[src/rtl/cectx_pkg.sv]
`timescale 1ns/1ps
// Shared constants and types for the frame transmit controller.
// Assumes an 8-bit register port with a 5-bit address.
package cectx_pkg;
    localparam int ADDR_W = 5;

    localparam logic [ADDR_W-1:0] A_LEN   = 5'h10;
    localparam logic [ADDR_W-1:0] A_START = 5'h11;
    localparam logic [ADDR_W-1:0] A_RETRY = 5'h12;
    localparam logic [ADDR_W-1:0] A_FCNT  = 5'h13;
    localparam logic [ADDR_W-1:0] A_IST   = 5'h14;
    localparam logic [ADDR_W-1:0] A_IMASK = 5'h15;

    // Status flag positions; the flag vector index is bit - FLAG_LO
    localparam int FLAG_LO  = 3;
    localparam int NFLAG    = 3;
    localparam int FL_EXH   = 0;   // bit 3
    localparam int FL_ARB   = 1;   // bit 4
    localparam int FL_DONE  = 2;   // bit 5

    localparam int LIM_W = 3;
    localparam int CNT_W = 4;

    typedef enum logic [1:0] {
        RES_OK     = 2'd0,
        RES_ARB    = 2'd1,
        RES_NACK   = 2'd2,
        RES_LOWDRV = 2'd3
    } att_res_e;

    typedef enum logic [1:0] {
        SQ_IDLE    = 2'd0,
        SQ_ATTEMPT = 2'd1,
        SQ_GAP     = 2'd2
    } sq_state_e;
endpackage

[src/rtl/cectx_sat_cnt.sv]
`timescale 1ns/1ps
// Saturating up-counter with synchronous clear.
// Assumes clr and inc are never needed in the same cycle; clr wins.
module cectx_sat_cnt #(
    parameter int W = 4
) (
    input  logic         clk,
    input  logic         rst_n,
    input  logic         clr,
    input  logic         inc,
    output logic [W-1:0] q
);
    // Count up on inc, stop at all-ones, return to zero on clr
    always_ff @(posedge clk) begin
        if (!rst_n || clr) begin
            q <= '0;
        end else if (inc && (q != {W{1'b1}})) begin
            q <= q + 1'b1;
        end
    end
endmodule

[src/rtl/cectx_seq.sv]
`timescale 1ns/1ps
// Attempt sequencer: issues attempt requests, interprets results,
// counts retries against the limit and reports the final outcome.
// Assumes att_done is only meaningful while att_req is high.
module cectx_seq
    import cectx_pkg::*;
(
    input  logic             clk,
    input  logic             rst_n,
    input  logic             start,
    input  logic [LIM_W-1:0] retry_lim,
    input  logic             att_done,
    input  logic [1:0]       att_result,
    output logic             busy,
    output logic             att_req,
    output logic [NFLAG-1:0] flag_set,
    output logic             inc_nack,
    output logic             inc_low,
    output logic             cnt_clr
);
    sq_state_e        st_q, st_d;
    logic [LIM_W-1:0] rtry_q, rtry_d;
    logic             fin_ok, fin_arb, fin_exh, is_fail, at_limit;

    assign att_req  = (st_q == SQ_ATTEMPT);
    assign busy     = (st_q != SQ_IDLE);
    assign cnt_clr  = start && (st_q == SQ_IDLE);
    assign at_limit = (rtry_q == retry_lim);

    // Classify the result of the attempt that ends this cycle
    always_comb begin
        fin_ok   = 1'b0;
        fin_arb  = 1'b0;
        is_fail  = 1'b0;
        inc_nack = 1'b0;
        inc_low  = 1'b0;
        if (att_req && att_done) begin
            unique case (att_res_e'(att_result))
                RES_OK:     fin_ok   = 1'b1;
                RES_ARB:    fin_arb  = 1'b1;
                RES_NACK:   begin is_fail = 1'b1; inc_nack = 1'b1; end
                RES_LOWDRV: begin is_fail = 1'b1; inc_low  = 1'b1; end
                default:    is_fail = 1'b0;
            endcase
        end
        fin_exh = is_fail && at_limit;
    end

    assign flag_set[FL_DONE] = fin_ok;
    assign flag_set[FL_ARB]  = fin_arb;
    assign flag_set[FL_EXH]  = fin_exh;

    // Next-state and retry-count selection
    always_comb begin
        st_d   = st_q;
        rtry_d = rtry_q;
        unique case (st_q)
            SQ_IDLE: begin
                if (start) begin
                    st_d   = SQ_ATTEMPT;
                    rtry_d = '0;
                end
            end
            SQ_ATTEMPT: begin
                if (fin_ok || fin_arb || fin_exh) begin
                    st_d = SQ_IDLE;
                end else if (is_fail) begin
                    st_d   = SQ_GAP;
                    rtry_d = rtry_q + 1'b1;
                end
            end
            SQ_GAP:  st_d = SQ_ATTEMPT;
            default: st_d = SQ_IDLE;
        endcase
    end

    // State and retry-count registers
    always_ff @(posedge clk) begin
        if (!rst_n) begin
            st_q   <= SQ_IDLE;
            rtry_q <= '0;
        end else begin
            st_q   <= st_d;
            rtry_q <= rtry_d;
        end
    end
endmodule

[src/rtl/cectx_regs.sv]
`timescale 1ns/1ps
// Register file: frame buffer, length, retry limit, status flags with
// write-one-to-clear, interrupt mask and the read multiplexer.
// Assumes MAX_BYTES <= 16 so the buffer fits below the control registers.
module cectx_regs
    import cectx_pkg::*;
#(
    parameter int MAX_BYTES = 16,
    localparam int IDX_W    = $clog2(MAX_BYTES),
    localparam int LEN_W    = $clog2(MAX_BYTES + 1)
) (
    input  logic              clk,
    input  logic              rst_n,
    input  logic              reg_wr,
    input  logic [ADDR_W-1:0] reg_addr,
    input  logic [7:0]        reg_wdata,
    output logic [7:0]        reg_rdata,
    input  logic              busy,
    input  logic [NFLAG-1:0]  flag_set,
    input  logic [CNT_W-1:0]  nack_cnt,
    input  logic [CNT_W-1:0]  low_cnt,
    output logic              start,
    output logic [LIM_W-1:0]  retry_lim,
    output logic [LEN_W-1:0]  frm_len,
    input  logic [IDX_W-1:0]  frm_idx,
    output logic [7:0]        frm_byte,
    output logic [NFLAG-1:0]  st_flags,
    output logic              irq
);
    localparam logic [ADDR_W-1:0] BUF_TOP = ADDR_W'(MAX_BYTES);
    localparam logic [7:0]        LEN_MAX = 8'(MAX_BYTES);

    logic [7:0]       buf_q [MAX_BYTES];
    logic [LEN_W-1:0] len_q;
    logic [LIM_W-1:0] lim_q;
    logic [5:0]       mask_q;
    logic             cfg_wr, buf_wr, ist_wr;

    assign cfg_wr = reg_wr && !busy;
    assign buf_wr = cfg_wr && (reg_addr < BUF_TOP);
    assign ist_wr = reg_wr && (reg_addr == A_IST);
    assign start  = cfg_wr && (reg_addr == A_START) && reg_wdata[0] && (len_q != '0);

    assign retry_lim = lim_q;
    assign frm_len   = len_q;
    assign frm_byte  = buf_q[frm_idx];

    // Frame byte storage, frozen while a job runs
    always_ff @(posedge clk) begin
        for (int i = 0; i < MAX_BYTES; i++) begin
            if (!rst_n) begin
                buf_q[i] <= '0;
            end else if (buf_wr && (reg_addr[IDX_W-1:0] == IDX_W'(i))) begin
                buf_q[i] <= reg_wdata;
            end
        end
    end

    // Length, retry limit and mask registers
    always_ff @(posedge clk) begin
        if (!rst_n) begin
            len_q  <= '0;
            lim_q  <= '0;
            mask_q <= '0;
        end else begin
            if (cfg_wr && reg_addr == A_LEN) begin
                len_q <= (reg_wdata > LEN_MAX) ? LEN_W'(MAX_BYTES) : reg_wdata[LEN_W-1:0];
            end
            if (cfg_wr && reg_addr == A_RETRY) begin
                lim_q <= reg_wdata[4 +: LIM_W];
            end
            if (reg_wr && reg_addr == A_IMASK) begin
                mask_q <= reg_wdata[5:0];
            end
        end
    end

    // Sticky completion flags; a set in the same cycle beats a clear
    for (genvar f = 0; f < NFLAG; f++) begin : g_flag
        logic fl_q;
        always_ff @(posedge clk) begin
            if (!rst_n) begin
                fl_q <= 1'b0;
            end else begin
                fl_q <= flag_set[f] | (fl_q & ~(ist_wr & reg_wdata[FLAG_LO + f]));
            end
        end
        assign st_flags[f] = fl_q;
    end

    assign irq = |(st_flags & mask_q[FLAG_LO +: NFLAG]);

    // Read multiplexer
    always_comb begin
        reg_rdata = 8'h00;
        if (reg_addr < BUF_TOP) begin
            reg_rdata = buf_q[reg_addr[IDX_W-1:0]];
        end else begin
            unique case (reg_addr)
                A_LEN:   reg_rdata = 8'(len_q);
                A_START: reg_rdata = {7'd0, busy};
                A_RETRY: reg_rdata = {1'b0, lim_q, 4'd0};
                A_FCNT:  reg_rdata = {low_cnt, nack_cnt};
                A_IST:   reg_rdata = {2'b00, st_flags, 3'b000};
                A_IMASK: reg_rdata = {2'b00, mask_q};
                default: reg_rdata = 8'h00;
            endcase
        end
    end
endmodule

[src/rtl/cectx_tx_ctrl.sv]
`timescale 1ns/1ps
// Top of the frame transmit controller. Joins the register file, the
// attempt sequencer and the two failure counters.
// Assumes a single clock domain and a transmitter that answers each request.
module cectx_tx_ctrl
    import cectx_pkg::*;
#(
    parameter int MAX_BYTES = 16,
    localparam int IDX_W    = $clog2(MAX_BYTES),
    localparam int LEN_W    = $clog2(MAX_BYTES + 1)
) (
    input  logic              clk,
    input  logic              rst_n,
    input  logic              reg_wr,
    input  logic [ADDR_W-1:0] reg_addr,
    input  logic [7:0]        reg_wdata,
    output logic [7:0]        reg_rdata,
    output logic              att_req,
    input  logic              att_done,
    input  logic [1:0]        att_result,
    output logic [LEN_W-1:0]  frm_len,
    input  logic [IDX_W-1:0]  frm_idx,
    output logic [7:0]        frm_byte,
    output logic              irq
);
    logic             busy, start, cnt_clr, inc_nack, inc_low;
    logic [LIM_W-1:0] retry_lim;
    logic [NFLAG-1:0] flag_set, st_flags;
    logic [CNT_W-1:0] nack_cnt, low_cnt;
    logic [1:0]       cnt_inc;
    logic [CNT_W-1:0] cnt_val [2];

    cectx_regs #(.MAX_BYTES(MAX_BYTES)) regs_i (
        .clk       (clk),
        .rst_n     (rst_n),
        .reg_wr    (reg_wr),
        .reg_addr  (reg_addr),
        .reg_wdata (reg_wdata),
        .reg_rdata (reg_rdata),
        .busy      (busy),
        .flag_set  (flag_set),
        .nack_cnt  (nack_cnt),
        .low_cnt   (low_cnt),
        .start     (start),
        .retry_lim (retry_lim),
        .frm_len   (frm_len),
        .frm_idx   (frm_idx),
        .frm_byte  (frm_byte),
        .st_flags  (st_flags),
        .irq       (irq)
    );

    cectx_seq seq_i (
        .clk        (clk),
        .rst_n      (rst_n),
        .start      (start),
        .retry_lim  (retry_lim),
        .att_done   (att_done),
        .att_result (att_result),
        .busy       (busy),
        .att_req    (att_req),
        .flag_set   (flag_set),
        .inc_nack   (inc_nack),
        .inc_low    (inc_low),
        .cnt_clr    (cnt_clr)
    );

    assign cnt_inc = {inc_low, inc_nack};

    // One saturating counter per failure cause: 0 = NACK, 1 = low-drive
    for (genvar c = 0; c < 2; c++) begin : g_fcnt
        cectx_sat_cnt #(.W(CNT_W)) cnt_i (
            .clk   (clk),
            .rst_n (rst_n),
            .clr   (cnt_clr),
            .inc   (cnt_inc[c]),
            .q     (cnt_val[c])
        );
    end

    assign nack_cnt = cnt_val[0];
    assign low_cnt  = cnt_val[1];
endmodule

[config.mk]
export PLATFORM = sky130hd
export DESIGN_NAME = cectx_tx_ctrl
export DESIGN_NICKNAME = d
export VERILOG_FILES = /design/src/rtl/cectx_pkg.sv /design/src/rtl/cectx_sat_cnt.sv /design/src/rtl/cectx_seq.sv /design/src/rtl/cectx_regs.sv /design/src/rtl/cectx_tx_ctrl.sv
export SDC_FILE = /design/constraint.sdc
export NUM_CORES = 1
export LEC_CHECK = 0
export BUFFER_PORTS_ARGS = -buffer_cell sky130_fd_sc_hd__clkbuf_2
export CAP_MARGIN = 20
export CORE_UTILIZATION = 40
export CTS_BUF_LIST = sky130_fd_sc_hd__clkbuf_16
export CTS_CLUSTER_SIZE = 20
export DETAILED_ROUTE_END_ITERATION = 8
export GPL_TIMING_DRIVEN = 0
export PLACE_DENSITY = 0.62
export SETUP_SLACK_MARGIN = 0.2
export SLEW_MARGIN = 15
export SYNTH_ARGS = -nofsm -noshare
export SYNTH_HDL_FRONTEND = slang
export SYNTH_SLANG_ARGS = --single-unit
[constraint.sdc]
create_clock -name clk -period 2.9 [get_ports clk]
set_input_delay 0.58 -clock clk [delete_from_list [all_inputs] [get_ports clk]]
set_output_delay 0.58 -clock clk [all_outputs]
set_load 0.01 [all_outputs]
======== Word level (Yosys, flattened, before mapping) ========
Memory sizes are Yosys's and may differ from the RTL's.
Cells that the tools add are included.
word-level totals
  logic and storage cells ................. 209
  latch bits .............................. 0
  memories kept ........................... 1
  RAM bits ................................ 128
  input port bits ......................... 23
  flip-flop bits (word level) ............. 30
  ROM bits ................................ 0
memory list
  memory        words  width  rd ports  clocked after memory_dff  write ports  RTL line          RTL
  regs_i.buf_q  16     8      2         0                         16           cectx_regs.sv:33  logic [7:0] buf_q [MAX_BYTES];
cells by class
  bitwise gates (word level) .............. 29
  $mul .................................... 0
  reduce and logical (&&, ||, !) cells .... 45
  equal/unequal tests ..................... 33
  div/mod/pow operators ................... 0
  add/subtract/negate cells ............... 3
  magnitude comparators ................... 2
  muxes and demuxes ....................... 86
  shifts and indexed selects .............. 0
operators with widths
  operator                                              number
  two-way mux 8 bit                                     17
  two-way mux 1 bit                                     59
  one-hot mux 8 bit (6 select lines)                    1
  equality test 4 bit (second input constant)           8
  equality test 5 bit (second input constant)           6
  logical AND 1 bit                                     30
  OR 1 bit                                              19
  equality test 4 x 3 -> 1 bit (second input constant)  4
  two-way mux 3 bit                                     3
  adder 4 x 1 -> 4 bit (second input constant)          2
  equality test 4 x 2 -> 1 bit (second input constant)  2
  > comparator 8 x 5 -> 1 bit (second input constant)   1
  != test 4 bit (second input constant)                 2
  AND 1 bit                                             6
  equality test 2 bit (second input constant)           3
  two-way mux 2 bit                                     3
  one-hot mux 2 bit (3 select lines)                    1
  one-hot mux 3 bit (2 select lines)                    1
  < comparator 5 bit (second input constant)            1
  two-way mux 5 bit                                     1
  nonzero test 5 bit                                    1
  equality test 2 x 1 -> 1 bit (second input constant)  2
  equality test 4 x 1 -> 1 bit (second input constant)  1
  zero test 2 bit                                       2
  15 further kinds                                      22

======== Depth between registers and ports, before layout ========
  word-level depth ........................ 9
  mapped depth ............................ 7
  depth with buffers taken out ............ 5

======== Hierarchy ========
Synthesis repeated with hierarchy kept, for this count alone.
unflattened totals
  cell total of the unflattened synthesis .. 652
  area, all modules ....................... 8833.5 um^2
by module, submodules not included
  module         cells an instance  area each (um^2)  times used
  cectx_regs     562                8067.7            1
  cectx_sat_cnt  23                 198.9             2
  cectx_seq      44                 367.9             1

======== Worst setup path after synthesis ========
OpenSTA, ideal clock, no wires.
  path type ............................... input -> output
  start ................................... input frm_idx[0]
  end ..................................... output frm_byte[0]
  cell stages on the path ................. 4
  path slack .............................. 462 ps
  data required time ...................... 2320 ps
  arrival ................................. 1858 ps
  path through ............................ buf_6 buf_6 mux4_1 mux4_2
between the ends
  cells in the longest elaborated chain, start to end .. 1
RTL lines
  element                   RTL line             RTL
  start, declared           cectx_tx_ctrl.sv:22  input logic [IDX_W-1:0] frm_idx,
  memory read (16 x 8 bit)  --
  end, declared             cectx_tx_ctrl.sv:23  output logic [7:0] frm_byte,
No other way between the ends.

======== Final worst setup path ========
  start ................................... input frm_idx[0]
  end ..................................... output frm_byte[4]
The elaborated chain is that of the path after synthesis.

==> results.py <==
metrics = {
    "floorplanning": {
        "num_rows": 53,
        "initial_utilization_pct": 41.1,
        "die-height_um": 149,
        "die_w_um": 149,
        "die-area_um2": 22300,
        "placeableCoreArea_um2": 21200,
        "ios": 46,
    },
    "detailed_routing": {
        "dr_total_vias": 6150,
        "first_iter_violations": 733,
        "routed_wl_um": 26700,
        "drc": 0,
        "vias_per_cell": 6.15,
        "drtAntennaViolNets": 0,
        "wl_per_cell_um": 26.7,
        "drt_first_pass_iters": 5,
    },
    "power": {
        "p_leak_nw": 3.87,
        "power_density_nw_per_um2": 541,
        "vdd_drop_max_mv": 0.446,
    },
    "sta": {
        "post-route-min-period_ns": 2.71,
        "rsz0062_at_grt": "true",
        "tightest_slew_ns": 0.964,
        "setup_viol": 0,
        "slew_headroom_pct": 35.3,
        "setup_ws_ns": 0.194,
        "hold_viol_final": 0,
        "clock_skew_ns": 0.00848,
        "finalMaxSlewViolations": 0,
        "max_freq_mhz": 370,
        "whs_ns": 0.456,
        "fin_crit_sh_pct": 93.3,
    },
    "worst_setup_path": {
        "arrival_ns": 2.13,
        "critPathMaxFanout": 8,
        "critPathKind": "in -> out",
        "cp.required_ns": 2.32,
        "cp-start-kind": "primary input",
        "crit_path_end_kind": "primary output",
        "rrSetupSlack_ns": 0.30,
    },
    "job": {
        "drv_cap": 0,
    },
    "synthesis": {
        "synth_edf_count": 128,
        "ys_seq_elements": 158,
        "synth_top_family_by_area": "multiplexers",
        "synth_area_leader_cell": "edfxtp_1",
        "synth_cell_types": 51,
        "synth-xor-area-share_pct": 0.907,
        "synth_fa_ha_area_share_pct": 0.432,
        "avgSynthCellArea_um2": 13.6,
        "synthFlopType": "edfxtp_1",
        "syn_nets": 664,
        "synth-simple-area-share_pct": 18.2,
        "ys_async_sr_fraction_pct": 0,
        "yosys-top-cells-area": "edfxtp_1 (44%), mux4_2 (9.9%), mux4_1 (9.7%), and2_1 (9.4%), dfxtp_1 (6.9%)",
        "synth_top_area_share_pct": 44.2,
        "synthMuxAreaShare_pct": 22.9,
        "yosysSeqAreaShare_pct": 51.2,
        "yosysWarnings": 0,
        "syn_inst": 638,
        "synth_compound_area_share_pct": 3.54,
        "netlist_area_um2": 8690,
    },
    "clock_tree": {
        "clock_path_buffers": 2,
        "cts_tree": "yes",
        "clkTransAtPathRegs_ns": 0.06,
        "cts_made_buffers": 17,
        "cts_root_buf": "clkbuf_16",
        "clkLatencyLatePin_ns": 0.44,
        "htree_levels": 4,
        "postCtsHoldBufs": 0,
        "cts.sinks": 158,
    },
    "place": {
        "post-place-ws_ns": -0.306,
        "io_buffers": 39,
        "gp_congestion": 0.895,
        "dp_hpwl_um": 19000,
    },
    "global_route": {
        "antenna_found_initial": 0,
        "grt_pass1_wl_um": 38900,
        "grt_usage_pct": 24.8,
        "grt_max_degree": 17,
        "met2_usage_pct": 39.9,
        "grt_pass1_vias": 5993,
        "grtUsageMet1_pct": 31.5,
        "use_met3_pct": 5.84,
        "grt_busiest_layer": "met2",
        "overflow": 0,
    },
    "run_status": {
        "run_status": "completed",
    },
    "layout": {
        "syn_to_final_growth_pct": 17.2,
        "fill_cells": 1827,
        "diodes": 0,
        "final_common_cell": "and2_1",
        "fin_util_pct": 48.2,
        "final_cell_mix": "and2_1 (131), edfxtp_1 (128), mux4_2 (58), nor2_1 (41), clkbuf_2 (34)",
        "area.sequential_um2": 4440,
        "fin_nets": 738,
        "multi_input_area_um2": 3990,
        "drive_above_1_share_pct": 26.1,
    },
    "hold_path": {
        "hold_class": "in -> reg",
    },
}
final timing paths:
check / start / endpoint / cells after the start
max: frm_idx[0] / frm_byte[4] / 5
max reg2reg: seq_i.st_q[0] / regs_i.buf_q[1][5] / 3
min: att_done / seq_i.st_q[0] / 4
min reg2reg: seq_i.rtry_q[2] / seq_i.rtry_q[2] / 2
metrics by stage:
| step | cell area [um2] | total power (W) | instances | TNS [ns] |
|---|---|---|---|---|
| final | 10200 | 0.00551 | 1000 | 0 |
| after floorplan | 8690 | 0.00293 | 638 | 0 |
| after global placement | 9230 | 0.00315 | 952 | -42.06 |
| after CTS | 9990 | 0.00546 | 993 | 0 |
| after detailed placement | 9260 | 0.00317 | 957 | -8.77 |
| after global routing | 10200 | 0.00562 | 1000 | 0 |
sequential cells by signal, summed over array words and instances, names as in the netlist:
register and cells:
seq_i.rtry_q 3, g_fcnt.cnt_i.q 8, regs_i.g_flag.fl_q 3, regs_i.mask_q 6, regs_i.buf_q 128, regs_i.frm_len 5, regs_i.retry_lim 3, seq_i.st_q 2
where the power goes:
part / switching [W] / internal [W]
Sequential: 0.0000397 / 0.00252
Combinational: 0.000364 / 0.000285
Clock: 0.000956 / 0.00135
kinds of logic (layout without fill, tap and decap cells):
family	count (synthesis)	in the layout
muxes	98	98
and+or+nand+nor	277	277
adders and majority gates	3	3
buffers and inverters	45	132
AOI/OAI and AO/OA	48	48
xor gates and xnor gates	9	9
DFF	158	158
final cells by class:
type / instances / area share [%]
Inverter: 3 / 0.111
Clock buffer: 17 / 4.18
Multi-Input combinational cell: 435 / 39.1
Clock inverter: 15 / 1.67
Timing Repair Buffer: 55 / 4.32
Buffer: 42 / 3.56
Tap cell: 275 / 3.38
Sequential cell: 158 / 43.6
cells in the mapped netlist, drive strengths merged (4+ instances only):
cell type,n
xor2,9
a22oi,4
nand4,11
buf,23
dfxtp,30
mux2i,20
nand3b,8
and3,5
nor3b,4
nand2b,4
nand2,30
nor3,4
nand3,18
mux2,8
o21ai,17
nor2,41
a21oi,9
nor2b,6
mux4,70
edfxtp,128
and2,131
clkbuf,19
metal layers:
layer  up-vias  part of all wire (%)
met5         -                     0
met4         0                   3.3
met3        54                   9.0
met2       337                    49
met1      3151                    39
li1       2608                     -
worst max-delay path, cell delays in order:
cell and delay (ns):
buf_12 0.13, buf_12 0.15, mux4_1 0.61, mux4_2 0.51
clkbuf_2 0.14
what timing repair did:
| action | in CTS | in global routing |
|---|---|---|
| pin swaps | 0 | 4 |
| buffers inserted | 3 | 2 |
| cloned | 1 | 5 |
| gates resized for setup | 58 | 34 |
| endpoints found under the setup margin | 32 | 44 |
(Power assumes the default switching activity.)
